<file path="config.mk">
export PLATFORM = sky130hd
export DESIGN_NAME = uart_rx_regif
export DESIGN_NICKNAME = d
export VERILOG_FILES = /design/src/rtl/uart_rx_pkg.sv /design/src/rtl/uart_rx_fifo.sv /design/src/rtl/uart_irq_ctrl.sv /design/src/rtl/uart_rx_regif.sv
export SDC_FILE = /design/constraint.sdc
export NUM_CORES = 1
export LEC_CHECK = 0
export BUFFER_PORTS_ARGS = -buffer_cell sky130_fd_sc_hd__buf_4
export CELL_PAD_IN_SITES_DETAIL_PLACEMENT = 1
export CELL_PAD_IN_SITES_GLOBAL_PLACEMENT = 2
export CORE_MARGIN = 8
export CORE_UTILIZATION = 44
export DETAILED_ROUTE_END_ITERATION = 12
export MAX_ROUTING_LAYER = met4
export PLACE_DENSITY = 0.94
export SYNTH_ARGS = -nofsm -noshare
export SYNTH_HDL_FRONTEND = slang
export SYNTH_SLANG_ARGS = --single-unit
</file>
<file path="constraint.sdc">
create_clock -name clk -period 7.8 [get_ports clk]
set_input_delay 0.78 -clock clk [delete_from_list [all_inputs] [get_ports clk]]
set_output_delay 0.78 -clock clk [all_outputs]
set_load 0.02 [all_outputs]
</file>
<file path="src/rtl/uart_rx_pkg.sv">
package uart_rx_pkg;
    // word offsets
    localparam int OFS_DATA = 0;
    localparam int OFS_FLAG = 6;
    localparam int OFS_LPDV = 8;
    localparam int OFS_IDIV = 9;
    localparam int OFS_FDIV = 10;
    localparam int OFS_LINE = 11;
    localparam int OFS_CTRL = 12;
    localparam int OFS_LVLS = 13;
    localparam int OFS_MASK = 14;
    localparam int OFS_RAW  = 15;
    localparam int OFS_MSKD = 16;
    localparam int OFS_ICLR = 17;
    localparam int OFS_DMAC = 18;

    localparam int LINE_FIFO_BIT = 4;
    localparam logic [15:0] CTRL_RST = 16'h0300;
    localparam logic [15:0] LVLS_RST = 16'h0012;

    typedef enum logic [1:0] {
        FILL_EMPTY,
        FILL_PART,
        FILL_FULL
    } fill_e;

    function automatic logic [7:0] ident_byte(input logic [2:0] idx);
        logic [7:0] b;
        case (idx)
            3'd0:    b = 8'h11;
            3'd1:    b = 8'h10;
            3'd2:    b = 8'h14;
            3'd3:    b = 8'h00;
            3'd4:    b = 8'h0D;
            3'd5:    b = 8'hF0;
            3'd6:    b = 8'h05;
            default: b = 8'hB1;
        endcase
        return b;
    endfunction
endpackage

</file>
<file path="src/rtl/uart_rx_fifo.sv">
module uart_rx_fifo
    import uart_rx_pkg::*;
#(
    parameter int DEPTH = 16,
    parameter int DW    = 8,
    localparam int AW   = $clog2(DEPTH),
    localparam int CW   = AW + 1
) (
    input  logic          clk,
    input  logic          rst_n,
    input  logic          fifo_on,
    input  logic          fifo_on_nxt,
    input  logic          push_req,
    input  logic [DW-1:0] push_data,
    input  logic          pop_req,
    output logic [DW-1:0] head,
    output logic [CW-1:0] count,
    output logic          can_accept,
    output logic          pushed,
    output logic          popped
);
    fill_e            state, state_nxt;
    logic [DW-1:0]    mem [DEPTH];
    logic [AW-1:0]    wr_ptr, rd_ptr;
    logic [CW-1:0]    cnt_nxt, cap_nxt;
    logic             has_data;

    function automatic logic [AW-1:0] bump(input logic [AW-1:0] p);
        return (p == AW'(DEPTH - 1)) ? '0 : p + AW'(1);
    endfunction

    // output decode of the fill state
    always_comb begin
        can_accept = 1'b0;
        has_data   = 1'b0;
        unique case (state)
            FILL_EMPTY: can_accept = 1'b1;
            FILL_PART: begin
                can_accept = 1'b1;
                has_data   = 1'b1;
            end
            FILL_FULL: has_data = 1'b1;
            default: ;
        endcase
    end

    assign pushed  = push_req && can_accept;
    assign popped  = pop_req && has_data;
    assign cnt_nxt = count + CW'(pushed) - CW'(popped);
    assign cap_nxt = fifo_on_nxt ? CW'(DEPTH) : CW'(1);
    assign head    = mem[rd_ptr];

    always_comb begin
        if (cnt_nxt == '0)
            state_nxt = FILL_EMPTY;
        else if (cnt_nxt >= cap_nxt)
            state_nxt = FILL_FULL;
        else
            state_nxt = FILL_PART;
    end

    always_ff @(posedge clk) begin
        if (!rst_n) begin
            state  <= FILL_EMPTY;
            count  <= '0;
            wr_ptr <= '0;
            rd_ptr <= '0;
        end else begin
            state <= state_nxt;
            count <= cnt_nxt;
            if (pushed) wr_ptr <= bump(wr_ptr);
            if (popped) rd_ptr <= bump(rd_ptr);
        end
    end

    always_ff @(posedge clk) begin
        if (!rst_n) begin
            for (int i = 0; i < DEPTH; i++) mem[i] <= '0;
        end else if (pushed) begin
            mem[wr_ptr] <= push_data;
        end
    end

    AST_NO_OVERFLOW: assert property (@(posedge clk) disable iff (!rst_n)
        count <= CW'(DEPTH));
    AST_FULL_AT_CAP: assert property (@(posedge clk) disable iff (!rst_n)
        (state == FILL_FULL) |-> (count >= (fifo_on ? CW'(DEPTH) : CW'(1))));
    AST_POP_DECREMENTS: assert property (@(posedge clk) disable iff (!rst_n)
        (popped && !pushed) |=> (count == $past(count) - CW'(1)));
    AST_EMPTY_READ_HOLDS: assert property (@(posedge clk) disable iff (!rst_n)
        (pop_req && !push_req && count == '0) |=> (count == '0 && $stable(rd_ptr)));
endmodule

</file>
<file path="src/rtl/uart_irq_ctrl.sv">
module uart_irq_ctrl (
    input  logic       clk,
    input  logic       rst_n,
    input  logic       rx_set,
    input  logic       rx_clr,
    input  logic       tx_set,
    input  logic       iclr_we,
    input  logic [1:0] iclr_bits,   // [1]=transmit, [0]=receive
    input  logic       mask_we,
    input  logic [1:0] mask_wdata,
    output logic [1:0] raw,
    output logic [1:0] mask,
    output logic       irq
);
    always_ff @(posedge clk) begin
        if (!rst_n) begin
            raw  <= '0;
            mask <= '0;
        end else begin
            if (rx_set)
                raw[0] <= 1'b1;
            else if (rx_clr || (iclr_we && iclr_bits[0]))
                raw[0] <= 1'b0;
            if (tx_set)
                raw[1] <= 1'b1;
            else if (iclr_we && iclr_bits[1])
                raw[1] <= 1'b0;
            if (mask_we)
                mask <= mask_wdata;
        end
    end

    assign irq = |(raw & mask);

    AST_RX_RAISE: assert property (@(posedge clk) disable iff (!rst_n)
        rx_set |=> raw[0]);
    AST_RX_DROP: assert property (@(posedge clk) disable iff (!rst_n)
        (rx_clr && !rx_set) |=> !raw[0]);
    AST_TX_RAISE: assert property (@(posedge clk) disable iff (!rst_n)
        tx_set |=> raw[1]);
    AST_TX_CLEARED: assert property (@(posedge clk) disable iff (!rst_n)
        (iclr_we && iclr_bits[1] && !tx_set) |=> !raw[1]);
endmodule

</file>
<file path="src/rtl/uart_rx_regif.sv">
module uart_rx_regif
    import uart_rx_pkg::*;
#(
    parameter int ADDR_W  = 12,
    parameter int BUS_W   = 32,
    parameter int REG_W   = 16,
    parameter int DEPTH   = 16,
    parameter int RX_TRIG = 1,
    localparam int WW     = ADDR_W - 2,
    localparam int CW     = $clog2(DEPTH) + 1
) (
    input  logic              clk,
    input  logic              rst_n,
    input  logic              bus_wr,
    input  logic              bus_rd,
    input  logic [ADDR_W-1:0] bus_addr,
    input  logic [BUS_W-1:0]  bus_wdata,
    output logic [BUS_W-1:0]  bus_rdata,
    input  logic              rx_valid,
    input  logic [7:0]        rx_byte,
    output logic              rx_ready,
    output logic              tx_valid,
    output logic [7:0]        tx_byte,
    output logic              irq
);
    logic [WW-1:0]    word;
    logic             id_hit, data_sel;
    logic [REG_W-1:0] lpdv_q, idiv_q, fdiv_q, line_q, ctrl_q, lvls_q, dmac_q;
    logic             fifo_on_nxt, pop_req, pushed, popped;
    logic [7:0]       head;
    logic [CW-1:0]    count;
    logic             rx_set, rx_clr;
    logic [1:0]       raw, mask;
    logic [7:0]       flags;

    assign word     = bus_addr[ADDR_W-1:2];
    assign id_hit   = &word[WW-1:3];
    assign data_sel = !id_hit && (int'(word) == OFS_DATA);
    assign pop_req  = bus_rd && data_sel;
    assign tx_valid = bus_wr && data_sel;
    assign tx_byte  = bus_wdata[7:0];

    always_ff @(posedge clk) begin
        if (!rst_n) begin
            lpdv_q <= '0;
            idiv_q <= '0;
            fdiv_q <= '0;
            line_q <= '0;
            ctrl_q <= REG_W'(CTRL_RST);
            lvls_q <= REG_W'(LVLS_RST);
            dmac_q <= '0;
        end else if (bus_wr && !id_hit) begin
            case (int'(word))
                OFS_LPDV: lpdv_q <= bus_wdata[REG_W-1:0];
                OFS_IDIV: idiv_q <= bus_wdata[REG_W-1:0];
                OFS_FDIV: fdiv_q <= bus_wdata[REG_W-1:0];
                OFS_LINE: line_q <= bus_wdata[REG_W-1:0];
                OFS_CTRL: ctrl_q <= bus_wdata[REG_W-1:0];
                OFS_LVLS: lvls_q <= bus_wdata[REG_W-1:0];
                OFS_DMAC: dmac_q <= bus_wdata[REG_W-1:0];
                default: ;
            endcase
        end
    end

    assign fifo_on_nxt = (bus_wr && !id_hit && int'(word) == OFS_LINE)
                       ? bus_wdata[LINE_FIFO_BIT] : line_q[LINE_FIFO_BIT];

    uart_rx_fifo #(.DEPTH(DEPTH), .DW(8)) u_fifo (
        .clk        (clk),
        .rst_n      (rst_n),
        .fifo_on    (line_q[LINE_FIFO_BIT]),
        .fifo_on_nxt(fifo_on_nxt),
        .push_req   (rx_valid),
        .push_data  (rx_byte),
        .pop_req    (pop_req),
        .head       (head),
        .count      (count),
        .can_accept (rx_ready),
        .pushed     (pushed),
        .popped     (popped)
    );

    assign rx_set = pushed && !popped && (count == CW'(RX_TRIG - 1));
    assign rx_clr = popped && !pushed && (count == CW'(RX_TRIG));

    uart_irq_ctrl u_irq (
        .clk       (clk),
        .rst_n     (rst_n),
        .rx_set    (rx_set),
        .rx_clr    (rx_clr),
        .tx_set    (tx_valid),
        .iclr_we   (bus_wr && !id_hit && int'(word) == OFS_ICLR),
        .iclr_bits (bus_wdata[5:4]),
        .mask_we   (bus_wr && !id_hit && int'(word) == OFS_MASK),
        .mask_wdata(bus_wdata[5:4]),
        .raw       (raw),
        .mask      (mask),
        .irq       (irq)
    );

    // bit7 tx empty, bit6 rx full, bit5 tx full, bit4 rx empty
    assign flags = {1'b1, count == CW'(DEPTH), 1'b0, count == '0, 4'b0};

    always_comb begin
        bus_rdata = '0;
        if (id_hit) begin
            bus_rdata = BUS_W'(ident_byte(word[2:0]));
        end else begin
            case (int'(word))
                OFS_DATA: bus_rdata = BUS_W'(head);
                OFS_FLAG: bus_rdata = BUS_W'(flags);
                OFS_LPDV: bus_rdata = BUS_W'(lpdv_q);
                OFS_IDIV: bus_rdata = BUS_W'(idiv_q);
                OFS_FDIV: bus_rdata = BUS_W'(fdiv_q);
                OFS_LINE: bus_rdata = BUS_W'(line_q);
                OFS_CTRL: bus_rdata = BUS_W'(ctrl_q);
                OFS_LVLS: bus_rdata = BUS_W'(lvls_q);
                OFS_MASK: bus_rdata = BUS_W'({mask, 4'b0});
                OFS_RAW:  bus_rdata = BUS_W'({raw, 4'b0});
                OFS_MSKD: bus_rdata = BUS_W'({raw & mask, 4'b0});
                OFS_DMAC: bus_rdata = BUS_W'(dmac_q);
                default:  bus_rdata = '0;
            endcase
        end
    end

    AST_SINGLE_SLOT: assert property (@(posedge clk) disable iff (!rst_n)
        (!line_q[LINE_FIFO_BIT] && count != '0) |-> !rx_ready);
    AST_EMPTY_FLAG_TRACKS: assert property (@(posedge clk) disable iff (!rst_n)
        (popped && !pushed && $past(1'b1) && count == CW'(1)) |=> flags[4]);
endmodule

</file>
==> metrics.csv, run 1 <==
stage,metric,value,unit
clock_tree,# clock sinks,263,
power_and_ir_drop,sw frac,0.249,
yosys,ys flop type,dfxtp_1,
setup_path,Max stage delay on crit path,910,ps
setup_path,"critical path, cell by cell",buf_4 -> nor3b_1 -> nand3_2 -> nor2_1 -> a2111oi_0 -> o31ai_1 -> buf_4,
layout,Area Growth Syn to Fin,13.0,%
global_routing,total grt overflow,0,
setup_path,slowest CP cell,nor2_1,
global_routing,largest net degree at the start of global routing,76,
sta,final hold violation count,0,
clock_tree,cts bufs inserted,30,
sta,relative slew slack,0.205,
clock_tree,CTS tree,done,
routing,number of vias per cell,5.53,
yosys,Mapped Area,12400,sq um
power_and_ir_drop,logic gate share of total power,0.110,
floorplanning,Die Height,184,um
sta,final number of setup-violating endpoints,0,
floorplanning,Cell Rows,61,
setup_path,FF-to-FF Start,u_fifo.state[0],
sta,setup TNS,0,ps
global_routing,vias in the first global route,9128,
routing,"antenna viol nets, final",0,
power_and_ir_drop,VDD IR max,0.000145,V
clock_tree,Worst-path clk slew,50,ps
setup_path,RR Endpoint,u_fifo.state[0],
yosys,mux cell area share after synthesis,0.161,
routing,initial DRC count,400,
hold_path,worst hold start,dmac_q[13],
sta,RSZ-0062 raised after global routing,false,
yosys,synth cell count leaders,"dfxtp_1 (135), and2_1 (132), nor2_1 (132)",
place,Buffers on Ports,65,
routing,via count,8454,
floorplanning,Core Box Area,27800,sq um
clock_tree,H-tree Lvls,1,
setup_path,crit-path max FO,11,
global_routing,initial antenna violation count,0,
place,routability cong.,0.790,
yosys,Yosys top cell area share,0.310,
setup_path,most frequent CP cell,buf_4,
routing,Final Routed Wirelength,33400,um
yosys,"EDFF count, synth",128,
yosys,Post-Synth Adder-Cell Area,0.0168,
routing,DRC,0,
power_and_ir_drop,Clock Power Share,0.420,
yosys,synthesized instance count,1088,
floorplanning,Ports,100,
clock_tree,clk root buf,clkbuf_16,
layout,antenna cells,0,
place,Final HPWL DP,22700,um
yosys,most frequent cell after synthesis,dfxtp_1,
yosys,largest area contributor in the netlist,edfxtp_1,
floorplanning,die area,33800,sq um
clock_tree,CTS max path bufs,3,
floorplanning,die width,184,um
floorplanning,Starting Density,0.446,
yosys,Synthesis Warnings,0,
setup_path,Worst EP arrival,3500,ps
setup_path,flop2flop setup slack,4270,ps
setup_path,CP Launch Type,primary input,
hold_path,min-delay worst type,flop to flop,
yosys,xor/xnor cell area share of the yosys netlist,0.00565,
power_and_ir_drop,sequential share of power,0.469,
clock_tree,Clock Latency Late Sink,550,ps
clock_tree,cts hold-fix bufs,0,
sta,Final Cycle Share,0.549,
sta,actual slew at the worst max-slew pin,1180,ps
sta,min cycle time layout,4280,ps
power_and_ir_drop,switching pwr,0.806,mW
routing,DR pass1 iterations,5,
yosys,"Avg Cell Area, Syn",11.4,sq um
clock_tree,CTS resizes,0,
run_status,outcome,"finished, final reports clean",
global_routing,GRT Util Overall,0.204,
yosys,Yosys reg bits,263,
global_routing,global-route wire length before repair,52400,um
setup_path,"Worst Path Class, Setup",primary input to output port,
sta,Slew Limit Fails,0,
setup_path,Worst Path Required,7020,ps
yosys,"Seq/Total Area, Yosys",0.528,
sta,Fin Clk Skew,4.70,ps
yosys,Synth area leaders,"edfxtp_1 (31%), dfxtp_1 (22%), mux2i_1 (9.1%)",
layout,layout net count,1201,
clock_tree,Post-CTS Setup Inserts,0,
yosys,count of different cell masters after synthesis,68,
yosys,largest family of logic cells by synthesized area,simple AND/OR/NAND/NOR gates,
flow_run,Max Cap Violations,0,
yosys,Compound-Gate Fraction of Synth Area,0.0638,
sta,max frequency,233,MHz
power_and_ir_drop,Pwr Density,231,nW/um^2
hold_path,Worst Hold Path EP,dmac_q[13],
yosys,Synth Area in Simple Gates,0.179,
power_and_ir_drop,LEAKAGE,4.99,nW
setup_path,crit end category,output port,
layout,fin util,0.504,
hold_path,Worst Hold Path Cells,2,
setup_path,R2R depth,15,
power_and_ir_drop,Int Pwr,2.43,mW
routing,drt wl/cell,21.9,um
yosys,ys async rst share,0,
layout,layout cells sized above 1,0.159,
cell families (layout without fill, tap and decap cells):
| logic type | Yosys count | in the layout |
|---|---|---|
| and+or+nand+nor | 426 | 426 |
| DFF | 263 | 263 |
| other | 1 | 16 |
| AOI/OAI and AO/OA | 116 | 116 |
| muxes | 152 | 152 |
| xor gates and xnor gates | 8 | 8 |
| buffers and inverters | 106 | 155 |
| adders and majority gates | 16 | 16 |
power groups by stage:
stage | clock (mW) | sequential, mW | combinational (mW)
2_1_floorplan | 0 | 1.54 | 0.253
3_3_place_gp | 0 | 1.55 | 0.339
3_5_place_dp | 0 | 1.55 | 0.355
4_1_cts | 1.39 | 1.52 | 0.358
5_1_grt | 1.44 | 1.52 | 0.398
6_report | 1.36 | 1.52 | 0.358
flip-flops by register name, summed over array words and instances (netlist names), 5 cells and up, named ones only:
register / flops
line_q: 16
fdiv_q: 16
idiv_q: 16
u_fifo.count: 5
dmac_q: 16
ctrl_q: 16
lvls_q: 16
lpdv_q: 16
u_fifo.mem: 128
cell type report:
cell class | instances | area, sq um
fillers | 3003 | 13800
flip-flops and latches | 263 | 6550
multi-input cells | 734 | 5360
clock buffers | 47 | 886
repair buffers | 81 | 606
well taps | 378 | 473
clock inverters | 9 | 68.8
inverters | 18 | 68.8
how the worst max path moves through the flow:
stage                 start              end  slack, ps  cells past startpoint
3_3_place_gp    bus_addr[6]     bus_rdata[6]       3480                      7
6_report       bus_addr[10]     bus_rdata[6]       3520                      7
2_1_floorplan   bus_addr[6]  u_fifo.state[0]       4140                     14
5_1_grt         bus_addr[6]     bus_rdata[6]       3390                      7
4_1_cts         bus_addr[6]     bus_rdata[6]       3560                      7
3_5_place_dp    bus_addr[6]  u_fifo.state[0]       3480                     15
metrics by stage:
step / area [sq um] / instances / power, mW / hold slack [ps] / setup WS (ps)
after floorplan: 12500 / 1103 / 1.79 / 436 / 4140
after global placement: 13000 / 1473 / 1.88 / 443 / 3480
after detailed placement: 13000 / 1473 / 1.90 / 452 / 3480
after CTS: 14000 / 1529 / 3.27 / 459 / 3560
after global routing: 14000 / 1530 / 3.36 / 488 / 3390
final: 14000 / 1530 / 3.24 / 458 / 3520
worst max-delay path, delay by kind of cell:
| family | cells | cell delay [ps] |
|---|---|---|
| AOI/OAI and AO/OA | 2 | 560 |
| buffers and inverters | 2 | 380 |
| and+or+nand+nor | 3 | 1780 |
layout by cell type, fill, tap and decap left out, drive strengths merged, types with 4 or more instances in the layout:
cell type and n:
o21ai 19, clkbuf 47, edfxtp 128, inv 17, nand3 14, mux4 38
or2 4, nor3 28, mux2i 113, nand2 75, dfxtp 135, a221oi 8
nand4 6, a222oi 6, nor2b 4, ha 15, buf 81, and2 132
conb 16, nor2 132, o31ai 4, o22ai 5, nor4 4, nor3b 4
nand2b 12, a22oi 18, xor2 5, a21oi 30, clkinv 8
routing by layer:
metal,part of all wire,vias up,global-route usage
met5,0,-,-
met4,0.033,0,0.0691
met3,0.039,78,0.0304
met2,0.51,187,0.353
met1,0.42,4252,0.241
li1,-,3937,-
Note: power is estimated with default switching activity, not from simulation.
==> inputs of run 2 (changes only) <==
--- a/config.mk
+++ b/config.mk
@@ -9,10 +9,10 @@
 export CELL_PAD_IN_SITES_DETAIL_PLACEMENT = 1
 export CELL_PAD_IN_SITES_GLOBAL_PLACEMENT = 2
 export CORE_MARGIN = 8
-export CORE_UTILIZATION = 44
+export CORE_UTILIZATION = 37
 export DETAILED_ROUTE_END_ITERATION = 12
 export MAX_ROUTING_LAYER = met4
-export PLACE_DENSITY = 0.94
+export PLACE_DENSITY = 0.85
 export SYNTH_ARGS = -nofsm -noshare
 export SYNTH_HDL_FRONTEND = slang
 export SYNTH_SLANG_ARGS = --single-unit
==> constraint.sdc (replaced) <==
create_clock -name clk -period 3.6 [get_ports clk]
set_input_delay 0.36 -clock clk [delete_from_list [all_inputs] [get_ports clk]]
set_output_delay 0.36 -clock clk [all_outputs]
set_load 0.02 [all_outputs]
==> metrics.csv, run 2 (same netlist as run 1, synthesis figures left out) <==
stage,metric,value,unit,change
run_status,outcome,"finished, final reports clean",,unchanged
global_routing,global-route wire length before repair,53800,um,was 52400 um
global_routing,vias in the first global route,9133,,was 9128
layout,layout net count,1225,,was 1201
setup_path,crit-path max FO,17,,was 11
power_and_ir_drop,total power,7.32,mW,was 3.24 mW
setup_path,Worst Path Required,3240,ps,was 7020 ps
layout,Area Growth Syn to Fin,16.1,%,was 13.0%
layout,"most common cell after layout, fill and taps aside",dfxtp_1,,unchanged
sta,post-route setup slack,239,ps,was 3520 ps
sta,final number of setup-violating endpoints,0,,unchanged
routing,DR pass1 iterations,4,,was 5
clock_tree,H-tree Lvls,1,,unchanged
clock_tree,clk root buf,clkbuf_16,,unchanged
routing,Final Routed Wirelength,34500,um,was 33400 um
setup_path,flop2flop setup slack,380,ps,was 4270 ps
sta,Slew Limit Fails,0,,unchanged
layout,Sequential Area,6550,sq um,about the same
place,Buffers on Ports,65,,unchanged
layout,Reg with most FFs,u_fifo.mem,,unchanged
layout,antenna cells,0,,unchanged
routing,drt wl/cell,21.2,um,was 21.9 um
clock_tree,cts bufs inserted,29,,was 30
clock_tree,CTS max path bufs,3,,unchanged
routing,DRC,0,,unchanged
clock_tree,Worst-path clk slew,60,ps,was 50 ps
clock_tree,# clock sinks,263,,unchanged
routing,via count,8522,,was 8454
layout,layout cells sized above 1,0.182,,was 0.159
setup_path,CP Launch Type,flop,,was primary input
layout,fill count,3615,,was 3003
place,Final HPWL DP,23700,um,was 22700 um
place,routability cong.,0.838,,was 0.790
global_routing,GRT Util Overall,0.180,,was 0.204
sta,min cycle time layout,3360,ps,
layout,area of the multi-input gates,5360,sq um,unchanged
floorplanning,Core Box Area,33300,sq um,was 27800 sq um
sta,Fin Clk Skew,17.0,ps,was 4.70 ps
sta,final hold violation count,0,,unchanged
clock_tree,CTS tree,done,,unchanged
power_and_ir_drop,Pwr Density,509,nW/um^2,was 231 nW/um^2
global_routing,largest net degree at the start of global routing,106,,was 76
hold_path,min-delay worst type,primary input to flop,,was flop to flop
floorplanning,Ports,100,,unchanged
floorplanning,die area,39600,sq um,was 33800 sq um
routing,number of vias per cell,5.25,,was 5.53
power_and_ir_drop,VDD IR max,0.000417,V,was 0.000145 V
floorplanning,Cell Rows,67,,was 61
floorplanning,die width,199,um,was 184 um
sta,relative slew slack,0.160,,was 0.205
floorplanning,Die Height,199,um,was 184 um
routing,initial DRC count,498,,was 400
global_routing,initial antenna violation count,0,,unchanged
sta,max frequency,297,MHz,
setup_path,Worst EP arrival,3000,ps,was 3500 ps
sta,RSZ-0062 raised after global routing,false,,unchanged
setup_path,crit end category,output port,,unchanged
flow_run,Max Cap Violations,0,,unchanged
sta,setup TNS,0,ps,unchanged
sta,actual slew at the worst max-slew pin,1250,ps,was 1180 ps
routing,"antenna viol nets, final",0,,unchanged
place,DP Worst Slack,202,ps,was 3480 ps
setup_path,"Worst Path Class, Setup",flop to output port,,was primary input to output port
clock_tree,Clock Latency Late Sink,560,ps,was 550 ps
floorplanning,Starting Density,0.372,,was 0.446
sta,Final Cycle Share,0.934,,
power_and_ir_drop,LEAKAGE,5.17,nW,was 4.99 nW
layout,most frequent cells in the layout,"dfxtp_1 (133), nor2_1 (132), and2_1 (132), edfxtp_1 (128), mux2i_1 (113)",,"was dfxtp_1 (134), nor2_1 (132), and2_1 (132), edfxtp_1 (128), mux2i_1 (113)"
layout,max reg flops,128,,unchanged
global_routing,total grt overflow,0,,unchanged
run 2: final timing paths:
kind                                   endpoint  cells past startpoint       startpoint
worst max-delay path               bus_rdata[2]                      7             flop
worst min-delay path                  ctrl_q[9]                      3     bus_wdata[9]
worst min register to register       dmac_q[12]                      2       dmac_q[12]
worst max register to register  u_fifo.state[0]                     15  u_fifo.state[0]
run 2: repair_timing:
item	in CTS	in global routing
hold buffers	0	0
setup endpoints to repair	3	2
buffers inserted	0	0
resized for setup	1	1
run 2: worst max-delay path: stages (launching register included):
cell	delay (ps)
dfxtp_4	580
buf_4	320
mux4_2	570
a22oi_1	220
a21oi_1	190
a211oi_1	300
nand2_1	90
buf_4	160
run 2: routing by layer:
layer | up-vias | share of wire | GRT usage
met3 | 53 | 0.035 | 0.0220
li1 | 3984 | - | -
met1 | 4332 | 0.43 | 0.217
met2 | 153 | 0.51 | 0.314
met5 | - | 0 | -
met4 | 0 | 0.022 | 0.0475
run 2: metrics by stage:
stage / area [sq um] / hold slack, ps / util / std cells
after floorplan: 12500 / 436 / - / 1103
after global placement: 13400 / 442 / 0.401 / 1569
after detailed placement: 13400 / 451 / 0.401 / 1569
after CTS: 14400 / 63.2 / 0.432 / 1623
after global routing: 14400 / 85.2 / 0.432 / 1623
final: 14400 / 81.1 / 0.432 / 1623
run 2: where the power goes:
group / total (mW) / switching, mW / internal (mW)
clock: 3.20 / 1.22 / 1.98
combinational: 0.829 / 0.501 / 0.328
sequential: 3.29 / 0.0465 / 3.24
run 2: layout make-up:
cell class	count	share of cell area
inverter	18	0.00478
sequential	263	0.455
timing repair buffer	106	0.0570
tap	448	0.0390
clock inverter	16	0.0161
clock buffer	38	0.0556
multi-input combinational	734	0.372
==> inputs of run 3 (changes only) <==
--- a/config.mk
+++ b/config.mk
@@ -12,7 +12,8 @@
 export CORE_UTILIZATION = 37
 export DETAILED_ROUTE_END_ITERATION = 12
 export MAX_ROUTING_LAYER = met4
-export PLACE_DENSITY = 0.85
+export PLACE_DENSITY = 0.74
 export SYNTH_ARGS = -nofsm -noshare
 export SYNTH_HDL_FRONTEND = slang
+export SYNTH_HIERARCHICAL = 1
 export SYNTH_SLANG_ARGS = --single-unit
==> metrics.csv, run 3 <==
stage,metric,value,unit,change
yosys,"Seq/Total Area, Yosys",0.511,,was 0.528
setup_path,"critical path, cell by cell",buf_12 -> mux4_1 -> mux4_2 -> mux2i_1 -> nor3_1 -> a31oi_1 -> o211ai_1 -> buf_4,,was buf_4 -> mux4_2 -> a22oi_1 -> a21oi_1 -> a211oi_1 -> nand2_1 -> buf_4
yosys,"Avg Cell Area, Syn",11.8,sq um,was 11.4 sq um
layout,Area Growth Syn to Fin,15.7,%,was 16.1%
global_routing,global-route wire length before repair,57600,um,was 53800 um
layout,max reg flops,128,,unchanged
clock_tree,CTS resizes,0,,was 1
layout,layout net count,1236,,was 1225
power_and_ir_drop,VDD IR max,0.000370,V,was 0.000417 V
layout,layout cells sized above 1,0.194,,was 0.182
sta,max frequency,286,MHz,was 297 MHz
yosys,ys async rst share,0,,unchanged
routing,number of vias per cell,5.34,,was 5.25
sta,min cycle time layout,3500,ps,was 3360 ps
place,Buffers on Ports,65,,unchanged
sta,setup TNS,0,ps,unchanged
run_status,outcome,"finished, final reports clean",,unchanged
setup_path,Worst EP arrival,3140,ps,was 3000 ps
global_routing,initial antenna violation count,2,,was 0
layout,most frequent cells in the layout,"dfxtp_1 (134), and2_1 (132), edfxtp_1 (128), buf_4 (122), nand2_1 (95)",,"was dfxtp_1 (133), nor2_1 (132), and2_1 (132), edfxtp_1 (128), mux2i_1 (113)"
clock_tree,# clock sinks,263,,unchanged
clock_tree,CTS max path bufs,3,,unchanged
clock_tree,cts hold-fix bufs,0,,unchanged
setup_path,"Worst Path Class, Setup",flop to output port,,unchanged
yosys,mux cell area share after synthesis,0.163,,was 0.161
yosys,synth cell count leaders,"dfxtp_1 (135), and2_1 (132), edfxtp_1 (128)",,"was dfxtp_1 (135), and2_1 (132), nor2_1 (132)"
routing,Final Routed Wirelength,38100,um,was 34500 um
sta,RSZ-0062 raised after global routing,false,,unchanged
layout,fill count,3643,,was 3615
place,routability cong.,0.818,,was 0.838
layout,fin area,14800,sq um,was 14400 sq um
floorplanning,Die Height,202,um,was 199 um
sta,actual slew at the worst max-slew pin,918,ps,was 1250 ps
routing,initial DRC count,460,,was 498
floorplanning,die area,40800,sq um,was 39600 sq um
power_and_ir_drop,LEAKAGE,5.62,nW,was 5.17 nW
place,"Cell Area, Placed",13900,sq um,was 13400 sq um
setup_path,Max stage delay on crit path,670,ps,was 580 ps
yosys,Synthesis Warnings,6,,was 0
sta,Fin Clk Skew,21.8,ps,was 17.0 ps
floorplanning,die width,202,um,was 199 um
yosys,"EDFF count, synth",128,,unchanged
setup_path,CP Launch Type,flop,,unchanged
yosys,Compound-Gate Fraction of Synth Area,0.0679,,was 0.0638
power_and_ir_drop,Pwr Density,481,nW/um^2,was 509 nW/um^2
sta,Final Cycle Share,0.972,,was 0.934
yosys,Post-Synth Adder-Cell Area,0.0152,,was 0.0168
yosys,ys flop type,dfxtp_1,,unchanged
sta,final hold violation count,0,,unchanged
setup_path,crit end category,output port,,unchanged
setup_path,crit-path max FO,32,,was 17
yosys,largest family of logic cells by synthesized area,simple AND/OR/NAND/NOR gates,,unchanged
clock_tree,Worst-path clk slew,60,ps,about the same
yosys,Synth Area in Simple Gates,0.185,,was 0.179
place,dpl cells,1587,,was 1569
setup_path,flop2flop setup slack,530,ps,was 380 ps
yosys,xor/xnor cell area share of the yosys netlist,0.00547,,was 0.00565
global_routing,total grt overflow,0,,unchanged
sta,relative slew slack,0.384,,was 0.160
routing,DR pass1 iterations,5,,was 4
yosys,largest area contributor in the netlist,edfxtp_1,,unchanged
clock_tree,clk root buf,clkbuf_16,,unchanged
global_routing,largest net degree at the start of global routing,71,,was 106
floorplanning,Ports,100,,unchanged
routing,DRC,0,,unchanged
routing,"antenna viol nets, final",0,,unchanged
clock_tree,Clock Latency Late Sink,560,ps,about the same
yosys,Yosys top cell area share,0.300,,was 0.310
yosys,Synth area leaders,"edfxtp_1 (30%), dfxtp_1 (21%), mux2i_1 (6.8%)",,"was edfxtp_1 (31%), dfxtp_1 (22%), mux2i_1 (9.1%)"
routing,via count,8778,,was 8522
global_routing,vias in the first global route,9273,,was 9133
sta,post-route setup slack,102,ps,was 239 ps
yosys,count of different cell masters after synthesis,73,,was 68
floorplanning,Core Box Area,34300,sq um,was 33300 sq um
routing,drt wl/cell,23.2,um,was 21.2 um
clock_tree,Post-CTS Setup Inserts,0,,unchanged
yosys,most frequent cell after synthesis,dfxtp_1,,unchanged
place,Final HPWL DP,26000,um,was 23700 um
sta,Slew Limit Fails,0,,unchanged
clock_tree,cts bufs inserted,30,,was 29
global_routing,GRT Util Overall,0.187,,was 0.180
setup_path,slowest CP cell,mux4_1,,was dfxtp_4
layout,"most common cell after layout, fill and taps aside",dfxtp_1,,unchanged
layout,fin util,0.432,,about the same
hold_path,min-delay worst type,primary input to flop,,unchanged
clock_tree,H-tree Lvls,1,,unchanged
flow_run,Max Cap Violations,0,,unchanged
layout,Reg with most FFs,u_fifo/mem,,was u_fifo.mem
setup_path,Worst Path Required,3240,ps,about the same
layout,Post-Layout Cell Count,1644,,was 1623
yosys,Mapped Area,12800,sq um,was 12400 sq um
floorplanning,Cell Rows,68,,was 67
floorplanning,Starting Density,0.373,,was 0.372
yosys,synthesized instance count,1089,,was 1088
clock_tree,CTS tree,done,,unchanged
place,DP Worst Slack,-307,ps,was 202 ps
yosys,Yosys reg bits,263,,unchanged
sta,final number of setup-violating endpoints,0,,unchanged
[run 3: path summary, 6_finish.rpt]
| kind | startpoint | endpoint | cells past startpoint |
|---|---|---|---|
| setup / recovery | flop | bus_rdata[2] | 8 |
| hold / removal | bus_wdata[9] | ctrl_q[9] | 3 |
| setup reg to reg | u_fifo/state[0] | u_fifo/state[0] | 17 |
| hold reg to reg | lpdv_q[1] | lpdv_q[1] | 2 |
[run 3: per-layer routing]
metal,global-route usage,up-vias,wire (um)
li1,-,4090,-
met1,0.225,4453,16100
met2,0.321,172,19100
met3,0.0279,63,1630
met4,0.0592,0,1200
met5,-,-,0
[run 3: cells by family (layout without fill, tap and decap cells)]
| logic type | Yosys count | count (layout) |
|---|---|---|
| other cells | 1 | 18 |
| buf+inv | 115 | 198 |
| flops | 263 | 263 |
| xor+xnor | 8 | 8 |
| compound gates | 130 | 130 |
| simple gates | 415 | 415 |
| fa+ha+maj | 15 | 15 |
| mux | 142 | 142 |
[run 3: final cells by class]
class | count | area (sq um) | share of cell area
inverter | 17 | 63.8 | 0.00431
clock buffer | 48 | 910 | 0.0614
antenna | 2 | 5.00 | 0.000338
tap | 455 | 569 | 0.0384
sequential | 263 | 6550 | 0.442
timing repair buffer | 126 | 996 | 0.0672
clock inverter | 7 | 50.0 | 0.00338
multi-input combinational | 726 | 5670 | 0.383
[run 3: stage by stage]
step                      total power, mW  hold WS (ps)
after CTS                            7.22          32.4
after global placement               4.22           439
final                                7.13          50.7
after global routing                 7.41          39.6
after floorplan                      3.94           430
after detailed placement             4.25           448
[run 3: critical path: cells and delay by family, from the launching register on]
kind	cells	cell delay [ps]
mux	3	1360
flops	1	340
buf+inv	2	450
simple gates	1	60
compound gates	2	330
[run 3: power by group]
group          internal [mW]  leakage, nW  switching (mW)
registers               3.25         2.41          0.0520
clock network           1.72        0.473            1.22
logic                  0.356         2.74           0.522
total                   5.33         5.62            1.80
